<file path="config.mk">
export PLATFORM = sky130hd
export DESIGN_NAME = cart_wait_timer
export DESIGN_NICKNAME = d
export VERILOG_FILES = /design/src/rtl/cwt_pkg.sv /design/src/rtl/cwt_cfg_reg.sv /design/src/rtl/cwt_lookup.sv /design/src/rtl/cwt_sequencer.sv /design/src/rtl/cart_wait_timer.sv
export SDC_FILE = /design/constraint.sdc
export NUM_CORES = 1
export LEC_CHECK = 0
export ABC_AREA = 1
export BUFFER_PORTS_ARGS = -buffer_cell sky130_fd_sc_hd__buf_2
export CAP_MARGIN = 20
export CORE_MARGIN = 1
export CORE_UTILIZATION = 53
export DETAILED_ROUTE_END_ITERATION = 12
export HOLD_SLACK_MARGIN = 0.1
export MAX_ROUTING_LAYER = met4
export PLACE_DENSITY = 0.84
export SKIP_LAST_GASP = 1
export SYNTH_ARGS = -nofsm -noshare
export SYNTH_HDL_FRONTEND = slang
export SYNTH_SLANG_ARGS = --single-unit
export TNS_END_PERCENT = 100
</file>
<file path="constraint.sdc">
create_clock -name clk -period 4.3 [get_ports clk]
set_input_delay 0.86 -clock clk [delete_from_list [all_inputs] [get_ports clk]]
set_output_delay 0.86 -clock clk [all_outputs]
set_load 0.02 [all_outputs]
</file>
<file path="src/rtl/cwt_pkg.sv">
`timescale 1ns/1ps
package cwt_pkg;

    localparam int CFG_W        = 16;
    localparam int REGION_W     = 4;
    localparam int WAIT_W       = 5;
    localparam int ROM_WINDOWS  = 3;
    // control word layout (decoded by software, so positions are fixed)
    localparam int FIRST_LO     = 2;
    localparam int SEQ_BIT0     = 4;
    localparam int FIELD_STRIDE = 3;
    localparam int PF_BIT       = 14;
    // region numbering
    localparam logic [REGION_W-1:0] EXT_RAM_REGION = 4'd2;
    localparam logic [REGION_W-1:0] ROM_BASE       = 4'd8;
    localparam logic [REGION_W-1:0] SRAM_BASE      = ROM_BASE + 4'(2 * ROM_WINDOWS);

    typedef struct packed {
        logic [WAIT_W-1:0] n16;
        logic [WAIT_W-1:0] s16;
        logic [WAIT_W-1:0] n32;
        logic [WAIT_W-1:0] s32;
    } wait_set_t;

    localparam wait_set_t EXT_RAM_SET = '{n16: 5'd2, s16: 5'd2, n32: 5'd5, s32: 5'd5};

    function automatic logic [WAIT_W-1:0] first_wait(input logic [1:0] code);
        case (code)
            2'd0:    return 5'd4;
            2'd1:    return 5'd3;
            2'd2:    return 5'd2;
            default: return 5'd8;
        endcase
    endfunction

    function automatic wait_set_t rom_timing(input int win, input logic [1:0] code,
                                             input logic seq_fast);
        wait_set_t t;
        logic [WAIT_W-1:0] s;
        s     = seq_fast ? 5'd1 : WAIT_W'(2 << win);
        t.n16 = first_wait(code);
        t.s16 = s;
        t.n32 = t.n16 + s + 5'd1;
        t.s32 = (s << 1) + 5'd1;
        return t;
    endfunction

    function automatic wait_set_t sram_timing(input logic [1:0] code);
        wait_set_t t;
        t.n16 = first_wait(code);
        t.s16 = t.n16;
        t.n32 = (t.n16 << 1) + 5'd1;
        t.s32 = t.n32;
        return t;
    endfunction

endpackage

</file>
<file path="src/rtl/cwt_cfg_reg.sv">
`timescale 1ns/1ps
module cwt_cfg_reg
    import cwt_pkg::*;
(
    input  logic                          clk,
    input  logic                          rst,
    input  logic                          cfg_we,
    input  logic [CFG_W-1:0]              cfg_wdata,
    output wait_set_t [ROM_WINDOWS-1:0]   rom_sets,
    output wait_set_t                     sram_set,
    output logic                          prefetch_en
);

    logic [CFG_W-1:0] cfg_q;

    always_ff @(posedge clk) begin
        if (rst)         cfg_q <= '0;
        else if (cfg_we) cfg_q <= cfg_wdata;
    end

    for (genvar k = 0; k < ROM_WINDOWS; k++) begin : g_win
        assign rom_sets[k] = rom_timing(k, cfg_q[FIRST_LO + FIELD_STRIDE*k +: 2],
                                        cfg_q[SEQ_BIT0 + FIELD_STRIDE*k]);
    end

    assign sram_set    = sram_timing(cfg_q[1:0]);
    assign prefetch_en = cfg_q[PF_BIT];


    cfg_load_chk: assert property (@(posedge clk) disable iff (rst)
        cfg_we |=> cfg_q == $past(cfg_wdata));

endmodule

</file>
<file path="src/rtl/cwt_lookup.sv">
`timescale 1ns/1ps
module cwt_lookup
    import cwt_pkg::*;
(
    input  wait_set_t [ROM_WINDOWS-1:0] rom_sets,
    input  wait_set_t                   sram_set,
    input  logic                        prefetch_en,
    input  logic [REGION_W-1:0]         region,
    input  logic                        fetch,
    output wait_set_t                   region_set
);

    logic [1:0] win_idx;
    logic       in_rom;

    assign in_rom  = (region >= ROM_BASE) && (region < SRAM_BASE);
    assign win_idx = 2'((region - ROM_BASE) >> 1);

    always_comb begin
        region_set = '0;
        if (region == EXT_RAM_REGION) begin
            region_set = EXT_RAM_SET;
        end else if (in_rom) begin
            if (!(fetch && prefetch_en) && (int'(win_idx) < ROM_WINDOWS))
                region_set = rom_sets[win_idx];
        end else if (region >= SRAM_BASE) begin
            region_set = sram_set;
        end
    end

    always_comb begin

        if (region < ROM_BASE && region != EXT_RAM_REGION)
            fixed_zero_chk: assert (region_set == '0);

        if (in_rom && fetch && prefetch_en)
            prefetch_zero_chk: assert (region_set.n32 == '0 && region_set.s16 == '0);
    end

endmodule

</file>
<file path="src/rtl/cwt_sequencer.sv">
`timescale 1ns/1ps
module cwt_sequencer
    import cwt_pkg::*;
#(
    parameter int CNT_W  = 6,
    parameter int BEAT_W = 8
) (
    input  logic              clk,
    input  logic              rst,
    input  logic              req_valid,
    input  logic              req_wide,
    input  logic              req_seq,
    input  logic              req_write,
    input  logic [BEAT_W-1:0] req_beats,
    input  wait_set_t         region_set,
    output logic              idle,
    output logic              beat_done,
    output logic              last_beat
);

    logic              busy, accept, burst;
    logic [CNT_W-1:0]  cnt, next_cost, first_cost, seq_cost;
    logic [BEAT_W-1:0] beats_left;
    logic [WAIT_W-1:0] single_wait;

    always_comb begin
        burst = req_beats > BEAT_W'(1);
        if (req_wide) single_wait = req_seq ? region_set.s32 : region_set.n32;
        else          single_wait = req_seq ? region_set.s16 : region_set.n16;
        first_cost = burst ? CNT_W'(region_set.n32) + CNT_W'(1)
                           : CNT_W'(single_wait) + (req_write ? CNT_W'(1) : CNT_W'(2));
        seq_cost   = CNT_W'(region_set.s32) + CNT_W'(1);
    end

    assign accept    = req_valid && !busy;
    assign idle      = !busy;
    assign beat_done = busy && (cnt == CNT_W'(1));
    assign last_beat = beat_done && (beats_left == BEAT_W'(1));

    always_ff @(posedge clk) begin
        if (rst) begin
            busy       <= 1'b0;
            cnt        <= '0;
            next_cost  <= '0;
            beats_left <= '0;
        end else if (accept) begin
            busy       <= 1'b1;
            cnt        <= first_cost;
            next_cost  <= seq_cost;
            beats_left <= burst ? req_beats : BEAT_W'(1);
        end else if (busy) begin
            if (cnt == CNT_W'(1)) begin
                if (beats_left == BEAT_W'(1)) begin
                    busy <= 1'b0;
                    cnt  <= '0;
                end else begin
                    cnt <= next_cost;
                end
                beats_left <= beats_left - BEAT_W'(1);
            end else begin
                cnt <= cnt - CNT_W'(1);
            end
        end
    end


    accept_busy_chk: assert property (@(posedge clk) disable iff (rst)
        accept |=> !idle);

    last_idle_chk: assert property (@(posedge clk) disable iff (rst)
        (beat_done && last_beat) |=> idle);

    burst_cont_chk: assert property (@(posedge clk) disable iff (rst)
        (beat_done && !last_beat) |=> !idle);

    countdown_chk: assert property (@(posedge clk) disable iff (rst)
        (busy && !beat_done) |=> (cnt == $past(cnt) - CNT_W'(1)));

endmodule

</file>
<file path="src/rtl/cart_wait_timer.sv">
`timescale 1ns/1ps
module cart_wait_timer
    import cwt_pkg::*;
#(
    parameter int CNT_W  = 6,
    parameter int BEAT_W = 8
) (
    input  logic              clk,
    input  logic              rst,
    input  logic              cfg_we,
    input  logic [15:0]       cfg_wdata,
    input  logic              req_valid,
    input  logic [3:0]        req_region,
    input  logic              req_wide,
    input  logic              req_seq,
    input  logic              req_write,
    input  logic              req_fetch,
    input  logic [BEAT_W-1:0] req_beats,
    output logic              idle,
    output logic              beat_done,
    output logic              last_beat
);

    wait_set_t [ROM_WINDOWS-1:0] rom_sets;
    wait_set_t                   sram_set;
    wait_set_t                   region_set;
    logic                        prefetch_en;

    cwt_cfg_reg u_cfg (
        .clk        (clk),
        .rst        (rst),
        .cfg_we     (cfg_we),
        .cfg_wdata  (cfg_wdata),
        .rom_sets   (rom_sets),
        .sram_set   (sram_set),
        .prefetch_en(prefetch_en)
    );

    cwt_lookup u_lookup (
        .rom_sets   (rom_sets),
        .sram_set   (sram_set),
        .prefetch_en(prefetch_en),
        .region     (req_region),
        .fetch      (req_fetch),
        .region_set (region_set)
    );

    cwt_sequencer #(.CNT_W(CNT_W), .BEAT_W(BEAT_W)) u_seq (
        .clk       (clk),
        .rst       (rst),
        .req_valid (req_valid),
        .req_wide  (req_wide),
        .req_seq   (req_seq),
        .req_write (req_write),
        .req_beats (req_beats),
        .region_set(region_set),
        .idle      (idle),
        .beat_done (beat_done),
        .last_beat (last_beat)
    );

endmodule

</file>
# Yosys cells after proc, flatten, opt, wreduce, memory -nomap -nowiden
# Cells that the tools add are included.
dict set report word_totals {
  out_inout_bits 3
  elab_cells 83
  inputBits 36
  regBits 36
}
dict set report op_classes {
  order_cmp 6
  n_reduce_logical 15
  n_mux 30
  n_eq_ne 11
  addsub 16
}
# op n
set ops {}
lappend ops {{$mux 20} 4}
lappend ops {{$pmux 4 s3} 4}
lappend ops {{$bmux 20 s2} 1}
lappend ops {{$add 5x1->5 const B} 7}
lappend ops {{$mux 8} 4}
lappend ops {{$mux 6} 5}
lappend ops {{$mux 19} 1}
lappend ops {{$add 4x5->5} 3}
lappend ops {{$mux 5} 3}
lappend ops {{$add 5x1->6 const B} 2}
lappend ops {{$eq 2x1->1 const B} 4}
lappend ops {{$eq 2x2->1 const B} 4}
lappend ops {{$eq 8x1->1 const B} 1}
lappend ops {{$ge 4x4->1 const B} 2}
lappend ops {{$gt 8x1->1 const B} 1}
lappend ops {{$logic_not 2->1} 4}
lappend ops {{$sub 8x1->8 const B} 1}
lappend ops {{$add 5x6->6} 1}
lappend ops {{$eq 6x1->1 const B} 1}
lappend ops {{$logic_and 1x1->1} 6}
lappend ops {{$sub 6x1->6 const B} 1}
lappend ops {{$eq 4x2->1 const B} 1}
lappend ops {{$lt 4x4->1 const B} 1}
lappend ops {{$mux 1} 4}
lappend ops {{9 further kinds} 12}

# Longest topological paths before layout
dict set report logic_depth {
  word_depth 14
  ltp_mapped 23
  ltp_nobuf 23
}

# By module
# A second synthesis with hierarchy kept.
dict set report unflattened {
  cells_unflattened 668
  hier_area_um2 3935.0
}
# mod seq_area_each_um2 area_per_inst_um2 n_inst cells_per_inst
set modules_own_cells {}
lappend modules_own_cells {cwt_sequencer 420.4 1699.1 1 269}
lappend modules_own_cells {cwt_cfg_reg 240.2 1258.7 1 165}
lappend modules_own_cells {cwt_lookup 0.0 977.2 1 234}

# Least setup slack after synthesis
# No wires, ideal clock.
dict set report synth_path {
  path_type {input -> register}
  startpoint {in req_region[1]}
  endpoint {reg u_seq.cnt[1]}
  path_slack_ns 1.282
  required_time_ns 4.184
  t_arrival_ns 2.902
  stages 18
  n_path_buf 2
  setup_ns 0.116
  cell_sequence {buf_4 inv_4 buf_6 nor2_2 o221a_2 nor2_1 inv_1 nand2_1 nand2_1 a21oi_1 ha_1 inv_1 fa_1 nor2_1 a21oi_1 o221ai_1 o211ai_1 inv_1}
}
dict set report synth_between {
  elab_chain_len 11
  word_cells_on_any_way 21
  cone_classes {add/sub: 3; order compare: 4; eq/ne: 1; mux: 11; reduce/logical: 2}
}
# element line_no
set synth_lines {}
lappend synth_lines {{start: declaration} cart_wait_timer.sv:13} ;# input logic [3:0] req_region,
lappend synth_lines {{$sub 3x1->3} cwt_lookup.sv:17} ;# assign win_idx = 2'((region - ROM_BASE) >> 1);
lappend synth_lines {{$bmux 20 s2 / $lt 2x2->1 (equally long branches)} {cwt_lookup.sv:25, cwt_lookup.sv:24}}
lappend synth_lines {{$mux 20 (not written as such) / $logic_and 1x1->1 (equally long branches)} {cwt_lookup.sv:25, cwt_lookup.sv:24}}
lappend synth_lines {{$mux 20} cwt_lookup.sv:24} ;# if (!(fetch && prefetch_en) && (int'(win_idx) < ROM_WINDOWS))
lappend synth_lines {{$mux 20} cwt_lookup.sv:23} ;# end else if (in_rom) begin
lappend synth_lines {{$mux 20 *} cwt_lookup.sv:21} ;# if (region == EXT_RAM_REGION) begin
lappend synth_lines {{$mux 5 (on tied branches)} {cwt_sequencer.sv:29, cwt_sequencer.sv:28}}
lappend synth_lines {{$mux 5} cwt_sequencer.sv:28} ;# if (req_wide) single_wait = req_seq ? region_set.s32 : region_set.n32;
lappend synth_lines {{$add 5x6->6} cwt_sequencer.sv:31} ;# : CNT_W'(single_wait) + (req_write ? CNT_W'(1) : CNT_W'(2));
lappend synth_lines {{$mux 6 *} cwt_sequencer.sv:30} ;# first_cost = burst ? CNT_W'(region_set.n32) + CNT_W'(1)
lappend synth_lines {{$mux 6 *} cwt_sequencer.sv:46} ;# end else if (accept) begin
lappend synth_lines {{end signal: assignment} cwt_sequencer.sv:48} ;# cnt <= first_cost;
lappend synth_lines {{end signal: assignment} cwt_sequencer.sv:57} ;# cnt <= next_cost;
lappend synth_lines {{end signal: assignment} cwt_sequencer.sv:61} ;# cnt <= cnt - CNT_W'(1);
lappend synth_lines {{end: declaration} cwt_sequencer.sv:22} ;# logic [CNT_W-1:0] cnt, next_cost, first_cost, seq_cost;
# Every way passes the cells marked *; elsewhere a longest branch is shown, timed or not. The select of a mux whose other input is x is not followed.
# A chain may end at the register's enable or synchronous reset.

# Worst setup path in the final report
dict set report layout_path {
  startpoint {in req_region[2]}
  endpoint {reg u_seq.cnt[1]}
}
# Same word-level chain as after synthesis.

==> metrics.md <==
| Metric | Value |
|---|---|
| Leak | 1.60 nW |
| Gr usage total | 0.262 |
| Tot Pwr | ~0.9 mW |
| I/O Pins | 39 |
| Gp weighted congestion | 0.941 |
| Worst Hold Class | flip-flop to flip-flop |
| Post-synthesis net count | 517 |
| Initial Utilization | 0.561 |
| Initial DRC count | roughly 190 |
| Die area | 0.00581 mm^2 |
| Largest net degree at the start of global routing | 24 |
| Max Used Layer | met4 |
| Num CTS Buffers | 5 |
| Worst r2r src | u_cfg.cfg_q[3] |
| CTS tree | done |
| Core Region | 0.00520 mm^2 |
| Dpl ws | 670 ps |
| DRT Pass-1 Iters | 5 |
| Max Cap Viol | 0 |
| Slew margin rel. | 0.633 |
| Final Non-Filler Cells | 552 |
| Worst min-delay path endpoint | u_seq.beats_left[1] |
| Skew final | between 10 and 15 ps |
| Synth warn | 0 |
| Final setup fails | 0 |
| Peak VDD IR | 0.197 mV |
| PortBufs | 34 |
| Clock transition at the registers of the reported paths | 70 ps |
| Remaining Overflow, GRT | 0 |
| CP Data Arrival Time | about 3600 ps |
| Min-Delay Path Depth | 2 |
| Worst-margin pin slew | approximately 550 ps |
| Crit Path Max Fanout | 13 |
| Post-CTS sizing | 0 |
| Hold Path Origin | u_seq.beats_left[1] |
| Status | finished clean |
| Worst-case reg-to-reg path depth | 19 |
| Flop2flop setup slack | 970 ps |
| Data required time of the worst path | around 4500 ps |
| TNS Setup | 0 ps |
| Initial antenna violation count | 0 |
| Cts hold-fix bufs | 0 |
| Die width | 76.2 um |
| Max-slew violations | 0 |
| Crit path time final | 3380 ps |
| Post-CTS setup buffers | 0 |
| Crit share post-route | 0.787 |
| Total routed wirelength | approximately 7000 um |
| Clock sinks | 33 |
| Netlist cell types | 46 |
| Remaining DRCs | 0 |
| Vias in the first global route | 2,732 |
| CTS max path bufs | 2 |
| Per-cell routed wire length | between 10 and 15 um |
| Mapped Cells | 450 |
| Yosys reg bits | 33 |
| Routed wl met3 | between 400 and 500 um |
| Row count | 26 |
| Avg Synthesized Cell Area | 6.48 um^2 |
| Diode count | 0 |
| Nets@finish | 548 |
| CP Launch Type | input port |
| Clock Tree Root | clkbuf_8 |
| Share of cells above drive strength 1 | 0.131 |
| Vias | 2,984 |
| First-pass GRT wire length | 12,200 um |
| Final worst slack | 915 ps |
| Cell Area, Synth | between 0.002 and 0.003 mm^2 |
| RR Endpoint | u_seq.cnt[1] |
| Worst-skew pair later-pin latency | 290 ps |
| Max Fclk | a little under 300 MHz |
| Final ANT Viol Nets | 0 |
| Placed cell count | around 540 |
| RSZ-0062 raised after global routing | false |
| Worst Setup Path Type | input port to flip-flop |
| Vias/cell | 5.41 |
| Die Span Y | 76.2 um |
| Post-synthesis sequential area ratio | 0.226 |
| Area Overhead vs Synth | 9.61% |
| Metal2 WL | 3010 um |
| CP endpoint kind | flip-flop |
| Metal-1 WL | about 3300 um |
| Estimated wirelength of the detail-placed design | 5350 um |
| Final hold viol count | 0 |
| H-tree depth | 2 |
| Pwr Density | 283 mW/mm^2 |
flip-flops by register name, summed over array words and instances (netlist names):
name,cells
u_seq.cnt,6
u_seq.beats_left,8
u_seq.busy,1
u_seq.next_cost,6
u_cfg.cfg_q,12
logic make-up (layout without fill, tap and decap cells):
family | count (synthesis) | in the layout | share of synthesized area
and+or+nand+nor | 184 | 184 | 0.266
AOI/OAI and AO/OA | 105 | 105 | 0.213
buffers and inverters | 86 | 118 | 0.120
DFF | 33 | 33 | 0.226
adders and majority gates | 31 | 31 | 0.141
xor gates and xnor gates | 11 | 11 | 0.0330
synthesized netlist by cell type (all sizes together):
master | count | share of area
a211oi | 2 | 0.0069
o221ai | 2 | 0.0060
dlygate4sd1 | 1 | 0.0030
xnor2 | 5 | 0.015
inv | 74 | 0.096
buf | 6 | 0.015
a21oi | 39 | 0.068
or2 | 1 | 0.0021
a2bb2oi | 1 | 0.0030
ha | 28 | 0.12
nor3 | 7 | 0.014
a22oi | 1 | 0.0026
nor2 | 55 | 0.076
dfxtp | 33 | 0.23
fa | 3 | 0.021
o21ai | 38 | 0.065
o211ai | 10 | 0.027
o22ai | 1 | 0.0021
clkinv | 1 | 0.0013
o2111ai | 1 | 0.0030
o31ai | 2 | 0.0069
xor2 | 6 | 0.018
nor4 | 2 | 0.0043
nand4 | 2 | 0.0064
o311ai | 2 | 0.0060
o32ai | 1 | 0.0030
nand3 | 23 | 0.039
nand2 | 94 | 0.12
o221a | 1 | 0.0039
o21a | 1 | 0.0026
clkbuf | 4 | 0.0051
a31oi | 3 | 0.0064
routing by layer:
layer / global-route usage / vias to the layer above
li1: - / 1539
met1: 0.342 / 1323
met2: 0.408 / 110
met3: 0.0467 / 12
met4: 0.0885 / 0
met5: - / -
worst max-delay path by stage:
stage                     cells after the start      startpoint            to
final                                        21   req_region[2]  u_seq.cnt[1]
after CTS                                    19  u_cfg.cfg_q[3]  u_seq.cnt[1]
after floorplan                              18   req_region[1]  u_seq.cnt[1]
after detailed placement                     21   req_region[2]  u_seq.cnt[1]
after global placement                       21   req_region[2]  u_seq.cnt[1]
after global routing                         19  u_cfg.cfg_q[3]  u_seq.cnt[1]
critical path: stages:
cell	delay [ps]
buf_2	240
nand2_2	190
nor2_1	160
inv_1	70
nand2_1	80
inv_1	40
nor2_1	120
inv_1	50
nor2_1	150
inv_1	90
nand2_1	70
nand2_1	60
a21oi_1	150
ha_1	180
inv_1	50
fa_1	490
nor2_1	60
a21oi_1	160
o221ai_1	120
o211ai_1	100
inv_1	60
per-stage QoR:
| stage | util | cell area (um^2) | hold slack (ps) |
|---|---|---|---|
| floorplan | - | 2920 | 459 |
| global placement | 0.599 | 3120 | 473 |
| detailed placement | 0.599 | 3120 | 483 |
| CTS | 0.614 | 3200 | 493 |
| global route | 0.614 | 3200 | 512 |
| finish | 0.614 | 3200 | 501 |
placed cells by master (no fill, tap or decap), types with 4 or more instances in the layout:
cell type | synthesis | routed
nand2_2 | 4 | 4
o21ai_1 | 4 | 4
nand3_1 | 23 | 23
inv_1 | 68 | 68
buf_2 | 2 | 34
a21oi_1 | 38 | 38
clkbuf_8 | 0 | 5
xor2_1 | 6 | 6
o211ai_1 | 9 | 9
xnor2_1 | 5 | 5
o21ai_0 | 34 | 34
inv_2 | 5 | 5
nand2_1 | 90 | 90
ha_1 | 28 | 28
dfxtp_1 | 33 | 33
nor3_1 | 6 | 6
nor2_1 | 51 | 51
layout make-up:
class                   instances  area (um^2)
well taps                      70         87.6
clock buffers                   6         72.6
clock inverters                 2         10.0
repair buffers                 35          178
inverters                      75          284
fillers                       490         2010
multi-input cells             331         1910
flip-flops and latches         33          661
report_power, final:
group / internal (mW) / switching [mW] / leakage, nW / total [mW]
sequential: 0.332 / 0.0234 / 0.273 / 0.356
combinational: 0.124 / 0.197 / 1.28 / 0.320
clock: 0.112 / 0.116 / 0.0450 / 0.228
total: 0.568 / 0.336 / 1.60 / 0.904
No activity file was read; power rests on OpenSTA's default activity.
